===== src/rtl/lane_serial_divider.sv =====
module lane_serial_divider #(
  parameter int LANES = 2,
  parameter int WIDTH = 32,
  parameter int TAG_W = 4
) (
  input  logic                         clk,
  input  logic                         rst,
  input  logic                         valid_in,
  output logic                         ready_in,
  input  logic                         signed_mode,
  input  logic [TAG_W-1:0]             tag_in,
  input  logic [LANES-1:0][WIDTH-1:0]  numer,
  input  logic [LANES-1:0][WIDTH-1:0]  denom,
  output logic                         valid_out,
  input  logic                         ready_out,
  output logic [LANES-1:0][WIDTH-1:0]  quotient,
  output logic [LANES-1:0][WIDTH-1:0]  remainder,
  output logic [TAG_W-1:0]             tag_out
);
  localparam int CNT_W = $clog2(WIDTH + 1);
  localparam logic [CNT_W-1:0] LAST_ITER = CNT_W'(WIDTH - 1);

  typedef enum logic [2:0] {S_IDLE, S_SETUP, S_RUN, S_FIX, S_DONE} state_t;

  state_t             state;
  logic [CNT_W-1:0]   iter;
  logic               mode_r;
  logic [TAG_W-1:0]   tag_r;

  wire accept = valid_in && ready_in;

  assign ready_in  = (state == S_IDLE);
  assign valid_out = (state == S_DONE);
  assign tag_out   = tag_r;

  always_ff @(posedge clk) begin
    if (rst) begin
      state <= S_IDLE;
      iter  <= '0;
    end else begin
      case (state)
        S_IDLE:  if (accept) state <= S_SETUP;
        S_SETUP: begin
          state <= S_RUN;
          iter  <= '0;
        end
        S_RUN: begin
          iter <= iter + 1'b1;
          if (iter == LAST_ITER) state <= S_FIX;
        end
        S_FIX:   state <= S_DONE;
        S_DONE:  if (ready_out) state <= S_IDLE;
        default: state <= S_IDLE;
      endcase
    end
  end

  always_ff @(posedge clk) begin
    if (accept) begin
      mode_r <= signed_mode;
      tag_r  <= tag_in;
    end
  end

  for (genvar i = 0; i < LANES; i++) begin : g_lane
    logic [WIDTH-1:0] num_r, den_r, dmag_r, quo_r, q_res, r_res;
    logic [WIDTH:0]   rem_r;

    wire             n_neg   = mode_r & num_r[WIDTH-1];
    wire             d_neg   = mode_r & den_r[WIDTH-1];
    wire [WIDTH-1:0] n_mag   = n_neg ? (~num_r + 1'b1) : num_r;
    wire [WIDTH-1:0] d_mag   = d_neg ? (~den_r + 1'b1) : den_r;
    wire [WIDTH:0]   shifted = {rem_r[WIDTH-1:0], quo_r[WIDTH-1]};
    wire [WIDTH:0]   trial   = shifted - {1'b0, dmag_r};
    wire             by_zero = (den_r == '0);
    wire [WIDTH-1:0] rem_lo  = rem_r[WIDTH-1:0];

    always_ff @(posedge clk) begin
      if (accept) begin
        num_r <= numer[i];
        den_r <= denom[i];
      end
      case (state)
        S_SETUP: begin
          dmag_r <= d_mag;
          quo_r  <= n_mag;
          rem_r  <= '0;
        end
        S_RUN: begin
          if (!trial[WIDTH]) begin
            rem_r <= trial;
            quo_r <= {quo_r[WIDTH-2:0], 1'b1};
          end else begin
            rem_r <= shifted;
            quo_r <= {quo_r[WIDTH-2:0], 1'b0};
          end
        end
        S_FIX: begin
          q_res <= by_zero ? '1 : ((n_neg ^ d_neg) ? (~quo_r + 1'b1) : quo_r);
          r_res <= by_zero ? num_r : (n_neg ? (~rem_lo + 1'b1) : rem_lo);
        end
        default: ;
      endcase
    end

    assign quotient[i]  = q_res;
    assign remainder[i] = r_res;

    AST_DZ_RESULT: assert property (@(posedge clk) disable iff (rst)
      (valid_out && den_r == '0) |-> (quotient[i] == '1 && remainder[i] == num_r));
    AST_UREM_BOUND: assert property (@(posedge clk) disable iff (rst)
      (valid_out && !mode_r && den_r != '0) |-> (remainder[i] < den_r));
  end

  AST_RESET_IDLE: assert property (@(posedge clk)
    rst |=> (!valid_out && ready_in));
  AST_ACCEPT_BLOCKS: assert property (@(posedge clk) disable iff (rst)
    (valid_in && ready_in) |=> !ready_in);
  AST_HOLD_RESULT: assert property (@(posedge clk) disable iff (rst)
    (valid_out && !ready_out) |=> (valid_out && $stable(quotient) && $stable(remainder)));
  AST_TAG_STABLE: assert property (@(posedge clk) disable iff (rst)
    (valid_out && !ready_out) |=> $stable(tag_out));
  AST_CONSUME_FREES: assert property (@(posedge clk) disable iff (rst)
    (valid_out && ready_out) |=> (ready_in && !valid_out));
endmodule


===== config.mk =====
export PLATFORM = sky130hd
export DESIGN_NAME = lane_serial_divider
export DESIGN_NICKNAME = d
export VERILOG_FILES = /design/src/rtl/lane_serial_divider.sv
export SDC_FILE = /design/constraint.sdc
export NUM_CORES = 1
export LEC_CHECK = 0
export ABC_CLOCK_PERIOD_IN_PS = 16300
export BUFFER_PORTS_ARGS = -buffer_cell sky130_fd_sc_hd__buf_2
export CORE_MARGIN = 2
export CORE_UTILIZATION = 43
export CTS_CLUSTER_SIZE = 10
export DETAILED_ROUTE_END_ITERATION = 10
export PLACE_DENSITY = 0.6
export SETUP_SLACK_MARGIN = 0.15
export SLEW_MARGIN = 5
export SYNTH_ARGS = -nofsm -noshare
export SYNTH_HDL_FRONTEND = slang
export SYNTH_SLANG_ARGS = --single-unit
export TNS_END_PERCENT = 100

===== constraint.sdc =====
create_clock -name clk -period 16.3 [get_ports clk]
set_clock_uncertainty 0.15 [all_clocks]
set_input_delay 2.445 -clock clk [delete_from_list [all_inputs] [get_ports clk]]
set_output_delay 2.445 -clock clk [all_outputs]
set_load 0.03 [all_outputs]

==> impl_metrics.tcl <==
set metrics [dict create \
    met3WireLength_mm 4.07 \
    dp_hpwl_mm 46.3 \
    routed_wl_mm 62.7 \
    vias 18700 \
    cts_tree "done" \
    cp-end-kind "flop" \
    layout_commonest_cell "edfxtp_1" \
    root_buffer "clkbuf_16" \
    tightest_slew_ps 1190 \
    wl_met1_mm 30.5 \
    syn_avg_cell_area_um2 10.5 \
    cp_data_arrival_time_ps 4710 \
    setup_violations 0 \
    dp_cells 3369 \
    initial_core_util_pct 43.7 \
    synth_seq_cells 462 \
    port_buffers 270 \
    top_layer "met5" \
    io_pins 271 \
    hold_buffers 0 \
    grt_start_max_net_pins 114 \
    ys_seq_area_share_pct 54.6 \
    htree_levels 2 \
    first_global_vias 17500 \
    hp-class "reg -> reg" \
    drc 0 \
    fmax_ghz 0.226 \
    vdd_drop_max_v 0.0000851 \
    grt_overflow 0 \
    post_cts_buffers 0 \
    startpoint_type "flop" \
    grt_antenna_before_repair 3 \
    rows 88 \
    drtIter0Drc 1520 \
    synth-edff-count 453 \
    numCtsBuffers 54 \
    fin_nets 2872 \
    place_congestion 0.894 \
    finalCritPeriodShare_pct 27.1 \
    die_area_mm2 0.0606 \
    synth_top_area_cell "edfxtp_1" \
    grt_usage_pct 20.3 \
    ys.warnings.count 0 \
    drive_gt1_share_pct 13.8 \
    mappedNetlistNets 2622 \
    core_region_area_mm2 0.0578 \
    clockBufferDepth 3 \
    firstDrtPassIters 6 \
    worstPathRequired_ps 16590 \
    grt_pass1_wl_mm 97.0 \
    power.density_mw_per_mm2 115 \
    post_synth_num_cell_types 63 \
    grt_setup_unrepaired "false" \
    clkTransAtPathRegs_ps 60 \
    path_max_fanout 51 \
    fillers 5271 \
    path_class "reg -> reg" \
    hold_viol_final 0 \
    setup_tns_ps 0 \
    routed-wl-met2_mm 26.7 \
    drt-vias-per-instance 5.39 \
    finalNonFillerCells 3464 \
    wire_per_inst_um 18.1 \
    insertion_delay_ps 610 \
    cts_resized 0 \
    ant_nets 0 \
    synth_top_area_share_pct 53.9 \
    chipHeight_um 246 \
    leakage_uw 0.0107 \
    die_w_um 246 \
    synthFlopType "edfxtp_1" \
    maxSlewHeadroom_pct 20.9 \
    min_period_ps 4420 \
    synthCells 2410 \
    drv_cap 0 \
    final_cell_mix "edfxtp_1 (453), buf_2 (270), nand2_1 (262), nor2_1 (231), a21oi_1 (213)" \
    outcome "complete, no violations" \
    syn2layout_area_growth_pct 14.5 \
    cts_num_sinks 462 \
    syn_area_mm2 0.0252 \
    maxSlewViolCount 0 \
    synthTopCellsByArea "edfxtp_1 (54%), xnor2_1 (5.8%), a21oi_1 (4.2%)" \
    ys_async_sr_fraction_pct 0 \
]
## where the power goes
part	internal (uW)	total (uW)	leakage, uW	switching (uW)
Clock	636	1100	0.000756	466
Combinational	259	653	0.00564	394
Sequential	1450	1560	0.00431	102
## metal layers
metal,GRT usage (%),vias up
met5,0,-
met2,29.8,544
met1,30.4,8845
met4,5.60,2
met3,3.83,81
li1,-,9215
## synth_stat cells, types with 8 or more instances
| master | count |
|---|---|
| clkbuf_1 | 76 |
| a31oi_1 | 21 |
| mux2i_1 | 29 |
| o211ai_1 | 14 |
| o41ai_1 | 19 |
| nor4_1 | 26 |
| o21ai_0 | 188 |
| dfxtp_1 | 9 |
| and2_1 | 17 |
| a211oi_1 | 14 |
| inv_1 | 119 |
| or3_1 | 21 |
| ha_1 | 73 |
| xor2_1 | 117 |
| a21o_1 | 15 |
| or4_1 | 20 |
| nand4_1 | 8 |
| nor2_1 | 231 |
| a21oi_1 | 213 |
| nand3_1 | 57 |
| nand2_1 | 262 |
| xnor2_1 | 168 |
| and3_1 | 11 |
| nor2b_1 | 16 |
| o31ai_1 | 36 |
| nand2b_1 | 27 |
| nor3_1 | 55 |
| edfxtp_1 | 453 |
## state kept, by name, indices dropped and copies added, names as in the netlist
name	flops
iter	6
g_lane.num_r	64
g_lane.den_r	64
g_lane.r_res	64
tag_out	4
g_lane.dmag_r	64
g_lane.quo_r	64
g_lane.rem_r	64
state	3
mode_r	1
g_lane.q_res	64
## kinds of logic (layout without fill, tap and decap cells)
logic type                 after synthesis  count (layout)  share of synthesized area [%]
adders and majority gates               75              75                           3.78
other                                    0               2                              0
buffers and inverters                  210             497                           3.28
DFF                                    462             462                           54.6
xor gates and xnor gates               285             285                           9.89
muxes                                   31              31                           1.24
AOI/OAI and AO/OA                      567             567                           13.0
and+or+nand+nor                        780             780                           14.2
## critical path, cell delays in order, from the launching register on
cell and delay [ps]:
edfxtp_1 410, inv_1 60, ha_1 210, fa_1 400
nand2b_1 210, a21oi_1 180, o21ai_0 240, a2bb2oi_1 240
a21o_1 230, o21a_1 190, o211ai_1 700, buf_4 550
mux2_2 390, nor2_1 90
## metrics by stage
step | utilization (%) | total power [uW] | hold slack, ps | instance area, um^2 | setup slack [ps]
after floorplan | - | 2050 | 299 | 25200 | 5480
after global placement | 47.3 | 2210 | 311 | 27300 | 11550
after detailed placement | 47.3 | 2230 | 328 | 27300 | 11460
after CTS | 50.0 | 3340 | 336 | 28900 | 11880
after global routing | 50.0 | 3480 | 368 | 28900 | 11570
final | 50.0 | 3310 | 336 | 28900 | 11880
## path summary, 6_finish.rpt
kind	startpoint	slack [ps]	end	cells past startpoint
max	g_lane[0].quo_r[31]	11880	g_lane[0].rem_r[1]	13
min	iter[5]	340	iter[5]	1
max reg2reg	g_lane[0].quo_r[31]	11880	g_lane[0].rem_r[1]	13
min reg2reg	iter[5]	340	iter[5]	1
## cell type report
type                            instances  area, um^2  share of cell area, %
Inverter                              119         449                   1.55
Clock inverter                          9        88.8                  0.307
Clock buffer                           84        1490                   5.14
Antenna cell                            2        5.00                 0.0173
Sequential cell                       462       13800                   47.7
Timing Repair Buffer                  285        1460                   5.07
Tap cell                              765         957                   3.31
Multi-Input combinational cell       1738       10700                   36.9
Power figures use the tool's default switching activity.
